### src/rtl/rpd_pkg.sv
package rpd_pkg;

    typedef enum logic [1:0] {
        ST_RUN     = 2'd0,
        ST_RESET   = 2'd1,
        ST_PWRDN   = 2'd2,
        ST_RELEASE = 2'd3
    } rpd_state_e;

    typedef struct packed {
        logic rst_n;
        logic hpd_n;
        logic prog;
        logic psen;
    } pin_bus_t;

    localparam pin_bus_t PIN_IDLE = '{rst_n: 1'b1, hpd_n: 1'b1, prog: 1'b0, psen: 1'b1};

endpackage

### src/rtl/rpd_sync.sv
module rpd_sync #(
    parameter int unsigned WIDTH     = 4,
    parameter int unsigned STAGES    = 2,
    parameter logic [WIDTH-1:0] RESET_VAL = '1
) (
    input  logic             clk,
    input  logic             por_n,
    input  logic [WIDTH-1:0] d,
    output logic [WIDTH-1:0] q
);
    localparam int unsigned NST = (STAGES < 1) ? 1 : STAGES;

    logic [WIDTH-1:0] stage_q [NST];

    always_ff @(posedge clk or negedge por_n) begin
        if (!por_n) begin
            for (int i = 0; i < NST; i++) stage_q[i] <= RESET_VAL;
        end else begin
            stage_q[0] <= d;
            for (int i = 1; i < NST; i++) stage_q[i] <= stage_q[i-1];
        end
    end

    generate
        if (NST == 1) begin : g_single
            assign q = stage_q[0];
        end else begin : g_chain
            assign q = stage_q[NST-1];
        end
    endgenerate

endmodule

### src/rtl/rpd_low_timer.sv
module rpd_low_timer #(
    parameter int unsigned THR_A = 6,
    parameter int unsigned THR_B = 13
) (
    input  logic clk,
    input  logic por_n,
    input  logic lo,
    output logic hit_a,
    output logic hit_b
);
    localparam int unsigned W = $clog2(THR_B + 1);

    logic [W-1:0] cnt_q;

    // Consecutive low samples, saturating at the upper threshold.
    always_ff @(posedge clk or negedge por_n) begin
        if (!por_n) begin
            cnt_q <= '0;
        end else if (!lo) begin
            cnt_q <= '0;
        end else if (cnt_q != W'(THR_B)) begin
            cnt_q <= cnt_q + 1'b1;
        end
    end

    assign hit_a = (cnt_q >= W'(THR_A));
    assign hit_b = (cnt_q >= W'(THR_B));

    AST_CNT_BOUND: assert property (@(posedge clk) disable iff (!por_n)
        cnt_q <= W'(THR_B));

    AST_CNT_CLEARS: assert property (@(posedge clk) disable iff (!por_n)
        !lo |=> (cnt_q == '0));

endmodule

### src/rtl/rpd_fsm.sv
module rpd_fsm
    import rpd_pkg::*;
#(
    parameter int unsigned STRETCH = 6
) (
    input  logic       clk,
    input  logic       por_n,
    input  logic       rst_long,
    input  logic       hpd_rst,
    input  logic       hpd_pd,
    input  logic       rst_high,
    input  logic       hpd_high,
    input  logic       wdt_req,
    input  logic       owdt_req,
    input  logic       prog_s,
    input  logic       psen_s,
    input  logic [2:0] sw_req,
    output logic       cpu_reset,
    output logic       reset_out,
    output logic       pins_float,
    output logic       boot_mode,
    output logic       wdt_autostart,
    output logic [2:0] save_grant
);
    localparam int unsigned SW = $clog2(STRETCH + 1);

    rpd_state_e state_q, state_d;
    logic [SW-1:0] st_cnt_q;
    logic          stretch_done;
    logic          any_req;
    logic          all_quiet;
    logic          boot_q, auto_q;

    assign stretch_done = (st_cnt_q >= SW'(STRETCH - 1));
    assign any_req      = rst_long | hpd_rst | wdt_req | owdt_req;
    assign all_quiet    = rst_high & hpd_high & ~wdt_req & ~owdt_req;

    // Next-state decision
    always_comb begin
        state_d = state_q;
        unique case (state_q)
            ST_RUN: begin
                if (any_req) state_d = ST_RESET;
            end
            ST_RESET: begin
                if (hpd_pd)                          state_d = ST_PWRDN;
                else if (stretch_done && all_quiet)  state_d = ST_RELEASE;
            end
            ST_PWRDN: begin
                if (hpd_high) state_d = ST_RESET;
            end
            ST_RELEASE: begin
                state_d = ST_RUN;
            end
        endcase
    end

    // State register
    always_ff @(posedge clk or negedge por_n) begin
        if (!por_n) state_q <= ST_RESET;
        else        state_q <= state_d;
    end

    // Reset stretch counter, restarted on every entry into ST_RESET
    always_ff @(posedge clk or negedge por_n) begin
        if (!por_n) begin
            st_cnt_q <= '0;
        end else if (state_q != ST_RESET) begin
            st_cnt_q <= '0;
        end else if (!stretch_done) begin
            st_cnt_q <= st_cnt_q + 1'b1;
        end
    end

    // Configuration capture at the release cycle
    always_ff @(posedge clk or negedge por_n) begin
        if (!por_n) begin
            boot_q <= 1'b0;
            auto_q <= 1'b0;
        end else if (state_q == ST_RELEASE) begin
            boot_q <= prog_s;
            auto_q <= psen_s;
        end
    end

    // Outputs
    always_comb begin
        cpu_reset  = 1'b1;
        reset_out  = 1'b0;
        pins_float = 1'b0;
        save_grant = 3'b000;
        unique case (state_q)
            ST_RUN: begin
                cpu_reset  = 1'b0;
                save_grant = psen_s ? 3'b000 : sw_req;
            end
            ST_RESET: begin
                reset_out = 1'b1;
            end
            ST_PWRDN: begin
                pins_float = 1'b1;
            end
            ST_RELEASE: begin
                reset_out = 1'b1;
            end
        endcase
    end

    assign boot_mode     = boot_q;
    assign wdt_autostart = auto_q;

    AST_FLOAT_IN_RESET: assert property (@(posedge clk) disable iff (!por_n)
        pins_float |-> cpu_reset);

    AST_RSTOUT_OFF_IN_PD: assert property (@(posedge clk) disable iff (!por_n)
        pins_float |-> !reset_out);

    AST_FLAGS_HELD: assert property (@(posedge clk) disable iff (!por_n)
        (state_q != ST_RELEASE) |=> ($stable(boot_q) && $stable(auto_q)));

    AST_RELEASE_FROM_RESET: assert property (@(posedge clk) disable iff (!por_n)
        (state_q == ST_RELEASE) |-> ($past(state_q) == ST_RESET));

    AST_GRANT_RUN_ONLY: assert property (@(posedge clk) disable iff (!por_n)
        (save_grant != 3'b000) |-> !cpu_reset);

endmodule

### src/rtl/rpd_ctrl.sv
module rpd_ctrl
    import rpd_pkg::*;
#(
    parameter int unsigned OSC_PER_MC  = 6,
    parameter int unsigned PD_MC       = 2,
    parameter int unsigned STRETCH_MC  = 1,
    parameter int unsigned SYNC_STAGES = 2
) (
    input  logic       clk,
    input  logic       por_n,
    input  logic       rst_pin_n,
    input  logic       hpd_pin_n,
    input  logic       prog_pin,
    input  logic       psen_pin,
    input  logic       wdt_rst_req,
    input  logic       owdt_rst_req,
    input  logic [2:0] sw_save_req,
    output logic       cpu_reset,
    output logic       reset_out,
    output logic       pins_float,
    output logic       boot_mode,
    output logic       wdt_autostart,
    output logic [2:0] save_grant
);
    localparam int unsigned RST_THR = OSC_PER_MC;
    localparam int unsigned PD_THR  = PD_MC * OSC_PER_MC + 1;
    localparam int unsigned STRETCH = STRETCH_MC * OSC_PER_MC;

    pin_bus_t pins_raw, pins_s;
    logic rst_hit_a, rst_hit_b;
    logic hpd_hit_a, hpd_hit_b;

    assign pins_raw = '{rst_n: rst_pin_n, hpd_n: hpd_pin_n, prog: prog_pin, psen: psen_pin};

    rpd_sync #(
        .WIDTH     ($bits(pin_bus_t)),
        .STAGES    (SYNC_STAGES),
        .RESET_VAL (PIN_IDLE)
    ) u_sync (
        .clk   (clk),
        .por_n (por_n),
        .d     (pins_raw),
        .q     (pins_s)
    );

    rpd_low_timer #(.THR_A(RST_THR), .THR_B(RST_THR)) u_rst_timer (
        .clk   (clk),
        .por_n (por_n),
        .lo    (~pins_s.rst_n),
        .hit_a (rst_hit_a),
        .hit_b (rst_hit_b)
    );

    rpd_low_timer #(.THR_A(RST_THR), .THR_B(PD_THR)) u_hpd_timer (
        .clk   (clk),
        .por_n (por_n),
        .lo    (~pins_s.hpd_n),
        .hit_a (hpd_hit_a),
        .hit_b (hpd_hit_b)
    );

    rpd_fsm #(.STRETCH(STRETCH)) u_fsm (
        .clk           (clk),
        .por_n         (por_n),
        .rst_long      (rst_hit_a),
        .hpd_rst       (hpd_hit_a),
        .hpd_pd        (hpd_hit_b),
        .rst_high      (pins_s.rst_n),
        .hpd_high      (pins_s.hpd_n),
        .wdt_req       (wdt_rst_req),
        .owdt_req      (owdt_rst_req),
        .prog_s        (pins_s.prog),
        .psen_s        (pins_s.psen),
        .sw_req        (sw_save_req),
        .cpu_reset     (cpu_reset),
        .reset_out     (reset_out),
        .pins_float    (pins_float),
        .boot_mode     (boot_mode),
        .wdt_autostart (wdt_autostart),
        .save_grant    (save_grant)
    );

    AST_RESET_HAS_CAUSE: assert property (@(posedge clk) disable iff (!por_n)
        $rose(cpu_reset) |-> $past(rst_hit_b || hpd_hit_a || wdt_rst_req || owdt_rst_req));

    AST_PD_AFTER_LONG_LOW: assert property (@(posedge clk) disable iff (!por_n)
        $rose(pins_float) |-> $past(hpd_hit_b));

endmodule

### config.mk
export PLATFORM = sky130hd
export DESIGN_NAME = rpd_ctrl
export DESIGN_NICKNAME = d
export VERILOG_FILES = /design/src/rtl/rpd_pkg.sv /design/src/rtl/rpd_sync.sv /design/src/rtl/rpd_low_timer.sv /design/src/rtl/rpd_fsm.sv /design/src/rtl/rpd_ctrl.sv
export SDC_FILE = /design/constraint.sdc
export NUM_CORES = 1
export LEC_CHECK = 0
export BUFFER_PORTS_ARGS = -buffer_cell sky130_fd_sc_hd__buf_2
export CORE_MARGIN = 4
export CORE_UTILIZATION = 45
export CTS_CLUSTER_DIAMETER = 40
export DETAILED_ROUTE_END_ITERATION = 16
export PLACE_DENSITY = 0.7
export SLEW_MARGIN = 10
export SYNTH_ARGS = -nofsm -noshare
export SYNTH_HDL_FRONTEND = slang
export SYNTH_SLANG_ARGS = --single-unit
export TNS_END_PERCENT = 30
### constraint.sdc
create_clock -name clk -period 1.55 [get_ports clk]
set_clock_uncertainty 0.15 [all_clocks]
set_input_delay 0.31 -clock clk [delete_from_list [all_inputs] [get_ports clk]]
set_output_delay 0.31 -clock clk [all_outputs]
set_load 0.01 [all_outputs]
Word-level counts from Yosys, hierarchy flattened
Index checks and enable logic that the tools add are counted.

cells by class
  $lt $le $gt $ge = 4
  reductions and logical operators = 6
  bitwise operators = 8
  mux-type cells = 16
  equality and inequality tests = 10
  $add $sub $neg = 3

operators by type and width
  kind                 count
  $mux 3               6
  $mux 2               4
  $mux 4               2
  $pmux 2 s4           1
  $add 3x1->3 const B  2
  $ge 3x3->1 const B   2
  $add 4x1->4 const B  1
  $eq 2x2->1 const B   2
  $ge 4x3->1 const B   1
  $ge 4x4->1 const B   1
  $ne 2x1->1 const B   2
  $ne 2x2->1 const B   2
  $ne 4x4->1 const B   1
  $reduce_bool 2->1    2
  $and 1x1->1          3
  $mux 1               3
  $ne 3x2->1 const B   1
  $ne 3x3->1 const B   1
  $or 1x1->1           3
  $reduce_and 3->1     1
  $eq 2x1->1 const B   1
  $logic_not 2->1      1
  $not 1->1            2
  $reduce_or 2->1      1
  $logic_and 1x1->1    1

word-level totals
  output and inout port bits = 8
  word-level logic and storage cells = 55
  register bits after elaboration = 22

Depth between registers and ports, before layout
Gate-level depths: netlist of the first run.

  depth in word-level cells = 7
  gate-level depth with buffers = 5
  mapped depth without buffers = 5

Modules after synthesis
Synthesis of the first run repeated with hierarchy kept, for this count alone.

unflattened totals
  cells, all modules = 101
  area total of the unflattened synthesis = 1078.5 µm²

by module, submodules not included
  module                        area an instance (µm²)  cells each  instances
  rpd_fsm                       394.1                   41          1
  rpd_low_timer at u_hpd_timer  267.8                   29          1
  rpd_sync                      237.7                   12          1
  rpd_low_timer at u_rst_timer  171.4                   17          1
  rpd_ctrl                      7.5                     2           1

Least setup slack after synthesis of the first run
No wires, ideal clock.

  path kind = register to register
  from = register u_fsm.st_cnt_q[1]
  to = register u_fsm.state_q[1]
  path buffers = 0
  arrival = 1.314 ns
  cell stages (with the launch flop) = 6
  slack = 0.004 ns
  library setup time = 0.082 ns
  data required time = 1.318 ns
  clock period less this slack = 1.546 ns
  cells stage by stage = dfrtp_1 -> inv_1 -> ha_1 -> o31ai_2 -> or4_4 -> a22oi_2

on the way
  word-level cells in the longest chain between the ends = 4

RTL lines
  element                            line           RTL
  start, declared                    rpd_fsm.sv:28  logic [SW-1:0] st_cnt_q;
  start signal, assigned             rpd_fsm.sv:71  st_cnt_q <= st_cnt_q + 1'b1;
  $ge 3x3->1                         rpd_fsm.sv:34  assign stretch_done = (st_cnt_q >= SW'(STRETCH - 1));
  $logic_and 1x1->1                  rpd_fsm.sv:47  else if (stretch_done && all_quiet) state_d = ST_RELEASE;
  $ne 3x2->1 (no source line)        n/a
  $reduce_and 3->1 (no source line)  n/a
  end signal, assigned               rpd_fsm.sv:61  else state_q <= state_d;
  end, declared                      rpd_fsm.sv:27  rpd_state_e state_q, state_d;

No other way between the ends.
A chain may end at the register's enable or synchronous reset.

Worst setup path in the final report of the first run
  from = register u_fsm.state_q[0]
  to = output port save_grant[0]

on the way
  word-level cells in the longest chain between the ends = 2

RTL lines
  element          line            RTL
  $logic_not 2->1  rpd_fsm.sv:92   unique case (state_q)
  $mux 3           rpd_fsm.sv:92
  end, declared    rpd_ctrl.sv:23  output logic [2:0] save_grant

No other way between the ends.

==> results.sh, run 1 <==
export IMPL_worstPathMaxFanout=3
export IMPL_maxCapViolCount=0
export IMPL_syn_to_final_growth_pct=34.4
export IMPL_crit_path_end_kind="output pin"
export IMPL_netlist_area_leader_share=0.375
export IMPL_insertion_delay_ns=0.31
export IMPL_path_clk_slew_ns=0.12
export IMPL_clkSinkCount=22
export IMPL_slew_headroom=0.676
export IMPL_drc=0
export IMPL_synth_avg_cell_area_um2=11.2
export IMPL_hold_path_class="in -> reg"
export IMPL_slowest_delay_ns=0.39
export IMPL_antenna_found_initial=0
export IMPL_min_period_ns=1.75
export IMPL_ys_types=27
export IMPL_critical_path_class="reg -> out"
export IMPL_io_pins=19
export IMPL_row_count=16
export IMPL_slew_viol_final=0
export IMPL_syn_inst=89
export IMPL_fin_nets=144
export IMPL_finalWorstSetupSlack_ns=-0.197
export IMPL_drt_antenna_violating_nets=0
export IMPL_io_buffers=18
export IMPL_synth_edf_count=0
export IMPL_dp_hpwl_mm=1.31
export IMPL_synth_area_leaders="dfrtp_1 (38%), dfstp_2 (18%), ha_1 (10%), nor2_1 (4.5%), xnor2_1 (2.6%)"
export IMPL_syn_area_um2=1000
export IMPL_die_w_um=55.2
export IMPL_worstSetupStartpointType="flip-flop"
export IMPL_wl_mm=1.86
export IMPL_layout_drive_gt1_share=0.419
export IMPL_total_power_w=0.00179
export IMPL_post_route_period_util=1.13
export IMPL_grt_setup_unrepaired="true"
export IMPL_cp_num_buf_inv=1
export IMPL_fin_area_um2=1350
export IMPL_detail_route_iter0_violations=8
export IMPL_grt_pass1_wl_mm=2.94
export IMPL_r2r_end="u_fsm.state_q[1]"
export IMPL_first_pass_iters=4
export IMPL_hold_path_depth=3
export IMPL_reg2reg_slack_ns=0.08
export IMPL_crit_required_ns=1.09
export IMPL_stdcell_count=151
export IMPL_cts_htree_levels=1
export IMPL_cts_tree="built"
export IMPL_async_reset_ff_frac=1.00
export IMPL_holdPathEnd="u_fsm.state_q[1]"
export IMPL_via_per_inst=4.88
export IMPL_path_cells="or2_4, nor2_4, and2_4, buf_6"
export IMPL_core_area_um2=2040
export IMPL_cp_arrival_ns=1.29
export IMPL_r2r_start="u_fsm.st_cnt_q[1]"
export IMPL_ys_ff_latch=22
export IMPL_clkPwrFrac=0.174
export IMPL_r2r_cells=5
export IMPL_clock_tree_buffer_depth=2
export IMPL_clock_tree_root_cell="clkbuf_4"
export IMPL_max_freq_mhz=573
export IMPL_status="finished, violations left"
export IMPL_setup_viol=6
export IMPL_initial_core_util=0.490
export IMPL_violations="setup timing"
export IMPL_ys_flop_type="dfrtp_1"
export IMPL_grt_pass1_vias=716
export IMPL_numCtsBuffers=3
export IMPL_cp_slowest_cell="dfstp_2"
export IMPL_die_h_um=55.2
export IMPL_track_usage=0.142
export IMPL_fill_cells=175
export IMPL_p_per_area_nw_per_um2=1330
export IMPL_worstHoldStart="wdt_rst_req"
export IMPL_internal_power_w=0.00122
export IMPL_grt_max_degree=23
export IMPL_die_area_um2=3040
export IMPL_crit_family="simple AND/OR/NAND/NOR gates"
export IMPL_power_switching_w=0.000570
export IMPL_tightest_slew_ns=0.486
export IMPL_vias=737
export IMPL_grt_overflow_total=0
export IMPL_synth_top_area_cell="dfrtp_1"
export IMPL_dpl_cell_area_um2=1180
export IMPL_diodes=0
export IMPL_wl_per_cell_um=12.3
export IMPL_ir_drop_v=0.000695
export IMPL_hold_viol=0
export IMPL_place_gp_congestion=0.815
export IMPL_comb_power_share=0.401
export IMPL_pwr_share_seq=0.425
export IMPL_p_leak_nw=0.626
export IMPL_ys_seq_area_frac=0.559
export IMPL_syn_num_nets=108
export IMPL_swShare=0.317
export IMPL_holdWs_ns=0.123
export IMPL_yosysWarnings=0
export IMPL_post_place_cells=141
==> timing repair <==
item                                    in CTS  in global routing
pin swaps                                    2                  5
hold endpoints to repair                    19                  0
gates resized for setup                      8                  7
buffers inserted                             1                  0
hold buffers                                 5                  0
endpoints found under the setup margin       8                  8
==> power by group through the flow <==
| stage | clock network, W | registers (W) | logic [W] |
|---|---|---|---|
| floorplan | 0 | 0.000802 | 0.000304 |
| global placement | 0 | 0.000755 | 0.000574 |
| detailed placement | 0 | 0.000762 | 0.000587 |
| CTS | 0.000327 | 0.000763 | 0.000690 |
| global route | 0.000356 | 0.000778 | 0.000788 |
| finish | 0.000313 | 0.000762 | 0.000719 |
==> how the worst max path moves through the flow <==
stage,from,to,cells after the start
after floorplan,u_fsm.st_cnt_q[1],u_fsm.state_q[1],5
after global placement,u_fsm.st_cnt_q[1],u_fsm.state_q[1],5
after detailed placement,u_fsm.st_cnt_q[1],u_fsm.state_q[1],5
after CTS,u_fsm.state_q[0],save_grant[1],4
after global routing,u_fsm.state_q[1],save_grant[2],4
final,u_fsm.state_q[0],save_grant[0],4
==> registers in the layout, summed over array words and instances (netlist names) <==
register,count
u_fsm.state_q,2
u_sync.stage_q,4
u_fsm.st_cnt_q,3
u_sync.q,4
u_rst_timer.cnt_q,3
u_hpd_timer.cnt_q,4
u_fsm.wdt_autostart,1
u_fsm.boot_mode,1
==> cell families after synthesis <==
logic type	Yosys count	synth area share
AOI/OAI and AO/OA	10	0.0762
xor gates and xnor gates	3	0.0263
buffers and inverters	6	0.0225
adders and majority gates	8	0.100
muxes	3	0.0325
and+or+nand+nor	37	0.184
DFF	22	0.559
==> routing by layer <==
metal  global-route usage  routed length, µm
met5                    0                  0
met4               0.0972                 33
met3               0.0241                 77
met2                0.246                942
met1                0.156                810
==> cells in the final DEF (no fill, tap or decap), drive strengths merged, types with 3 or more instances in the layout <==
| cell type | instances |
|---|---|
| dfstp | 7 |
| dfrtp | 15 |
| nand2 | 6 |
| nand2b | 3 |
| ha | 8 |
| dlygate4sd3 | 5 |
| clkbuf | 4 |
| nor3 | 5 |
| and2 | 3 |
| xnor2 | 3 |
| inv | 5 |
| nor2 | 12 |
| buf | 27 |
==> layout make-up <==
type                            instances  area, µm²  share of cell area
Multi-Input combinational cell         61        464               0.345
Tap cell                               27       33.8              0.0251
Clock buffer                            4       36.3              0.0270
Sequential cell                        22        559               0.416
Inverter                                5       18.8              0.0140
Timing Repair Buffer                   32        233               0.173
==> metrics by stage <==
step,TNS (ns),utilization,worst slack [ns]
floorplan,0,-,0.00362
global placement,0,0.578,0.0344
detailed placement,-0.00579,0.578,-0.00579
CTS,-0.818,0.643,-0.215
global route,-1.08,0.659,-0.260
finish,-0.751,0.659,-0.197
==> cells in the mapped netlist, drive strengths merged (2+ instances only) <==
cell type,count
dfrtp,15
nor2,12
ha,8
dfstp,7
nand2,6
inv,5
nor3,5
and2,3
nand2b,3
xnor2,3
a211oi,2
a31oi,2
mux2,2
nand3,2
o21ai,2
==> tightest hold or removal path, cell delays in order <==
cell and delay (ns):
buf_2 0.09, or4_4 0.12, a22oi_2 0.04
Note: power is estimated with default switching activity, not from simulation.
==> inputs of run 2 (changes only) <==
--- a/config.mk
+++ b/config.mk
@@ -10,9 +10,10 @@
 export CORE_UTILIZATION = 45
 export CTS_CLUSTER_DIAMETER = 40
 export DETAILED_ROUTE_END_ITERATION = 16
-export PLACE_DENSITY = 0.7
+export PLACE_DENSITY = 0.69
 export SLEW_MARGIN = 10
 export SYNTH_ARGS = -nofsm -noshare
 export SYNTH_HDL_FRONTEND = slang
+export SYNTH_HIERARCHICAL = 1
 export SYNTH_SLANG_ARGS = --single-unit
 export TNS_END_PERCENT = 30
==> results.sh, run 2 <==
export IMPL_maxCapViolCount=0
export IMPL_r2r_start="u_rst_timer/cnt_q[0]"
export IMPL_die_h_um=56.8
export IMPL_slowest_delay_ns=0.39
export IMPL_timing_setup_tns_ns=-0.872
export IMPL_grt_max_degree=23
export IMPL_preCtsSetupSlack_ns=-0.149
export IMPL_antenna_found_initial=0
export IMPL_critical_path_class="reg -> out"
export IMPL_crit_required_ns=1.09
export IMPL_p_per_area_nw_per_um2=1140
export IMPL_setup_viol=6
export IMPL_track_usage=0.127
export IMPL_diodes=0
export IMPL_die_w_um=56.8
export IMPL_worstSetupStartpointType="flip-flop"
export IMPL_detail_route_iter0_violations=9
export IMPL_io_buffers=18
export IMPL_hold_viol=0
export IMPL_drt_antenna_violating_nets=0
export IMPL_insertion_delay_ns=0.30
export IMPL_ir_drop_v=0.000981
export IMPL_use_met2=0.234
export IMPL_yosysWarnings=6
export IMPL_numCtsBuffers=3
export IMPL_slew_headroom=0.685
export IMPL_dp_hpwl_mm=1.37
export IMPL_hold_path_class="in -> reg"
export IMPL_fin_util=0.627
export IMPL_cp_slowest_cell="dfstp_2"
export IMPL_startpoint="u_fsm/state_q[0]"
export IMPL_p_leak_nw=0.698
export IMPL_holdWs_ns=0.186
export IMPL_place_gp_congestion=0.792
export IMPL_wl_per_cell_um=11.0
export IMPL_finalWorstSetupSlack_ns=-0.212
export IMPL_cts_tree="built"
export IMPL_crit_path_end_kind="output pin"
export IMPL_mostFrequentLayoutCells="buf_2 (17), dfrtp_1 (15), buf_4 (14)"
export IMPL_slew_viol_final=0
export IMPL_cts_htree_levels=1
export IMPL_min_period_ns=1.76
export IMPL_path_cells="or2_1, nor2_2, and2_1, buf_2"
export IMPL_max_freq_mhz=568
export IMPL_wl_mm=1.82
export IMPL_vias=836
export IMPL_syn_inst=100
export IMPL_grt_overflow_total=0
export IMPL_syn_num_nets=119
export IMPL_grt_pass1_wl_mm=3.22
export IMPL_initial_core_util=0.480
export IMPL_worstHoldStart="owdt_rst_req"
export IMPL_violations="setup timing"
export IMPL_grt_most_used_layer="met2"
export IMPL_synth_avg_cell_area_um2=10.7
export IMPL_post_route_period_util=1.14
export IMPL_via_per_inst=5.07
export IMPL_cp_arrival_ns=1.30
export IMPL_grt_use_met1=0.131
export IMPL_tightest_slew_ns=0.472
export IMPL_path_clk_slew_ns=0.11
export IMPL_row_count=17
export IMPL_die_area_um2=3220
export IMPL_layout_drive_gt1_share=0.387
export IMPL_fin_nets=157
export IMPL_grt_setup_unrepaired="true"
export IMPL_final_common_cell="buf_2"
export IMPL_clock_tree_buffer_depth=2
export IMPL_clock_tree_root_cell="clkbuf_4"
export IMPL_clkSinkCount=22
export IMPL_io_pins=19
export IMPL_core_area_um2=2230
export IMPL_worstPathMaxFanout=3
export IMPL_status="finished, violations left"
export IMPL_drc=0
export IMPL_syn_area_um2=1070
export IMPL_grt_pass1_vias=816
export IMPL_grt_use_met3=0.0414
export IMPL_first_pass_iters=4
export IMPL_total_power_w=0.00159
export IMPL_syn_to_final_growth_pct=30.7
-- run 2: worst max-delay path: cells and delay by family, from the launching register on --
family | cells | cell delay (ns)
simple gates | 3 | 0.50
flops | 1 | 0.39
buf+inv | 1 | 0.12
-- run 2: repair_timing --
item,4_1_cts,5_1_grt
buffers inserted,0,1
pin swaps,2,2
endpoints found under the setup margin,8,10
hold buffers,5,0
hold endpoints to repair,19,0
gates resized for setup,4,4
-- run 2: per-layer routing --
metal  wire length (µm)  share of wire  vias to the layer above
met1                746           0.41                      397
met5                  0              0                        -
met2                937           0.51                       20
li1                   -              -                      414
met3                112          0.061                        5
met4                 26          0.014                        0
-- run 2: worst paths after layout --
kind / to / slack [ns] / depth (start not counted)
worst min register to register: u_sync/q[1] / 0.21 / 0
worst min-delay path: u_fsm/state_q[1] / 0.19 / 3
max in group asynchronous: u_sync/stage_q[7] / 0.57 / 2
worst max register to register: u_fsm/state_q[0] / -0.13 / 6
min in group asynchronous: u_fsm/st_cnt_q[1] / 0.33 / 2
worst max-delay path: save_grant[0] / -0.21 / 4
-- run 2: final cells by class --
class | instances | area, µm²
clock buffer | 4 | 36.3
fill | 185 | 833
inverter | 11 | 41.3
multi-input combinational | 62 | 465
sequential | 22 | 559
tap | 28 | 35.0
timing repair buffer | 38 | 263
-- run 2: report_power, final --
part	switching, W	total, W	leakage [nW]	internal [W]
clock	0.000161	0.000305	0.0210	0.000143
combinational	0.000273	0.000540	0.412	0.000268
sequential	0.0000609	0.000744	0.265	0.000683
-- run 2: per-stage QoR --
| stage | area [µm²] | std cells |
|---|---|---|
| 2_1_floorplan | 1080 | 100 |
| 3_5_place_dp | 1270 | 155 |
| 4_1_cts | 1370 | 164 |
| 3_3_place_gp | 1270 | 155 |
| 5_1_grt | 1400 | 165 |
| 6_report | 1400 | 165 |
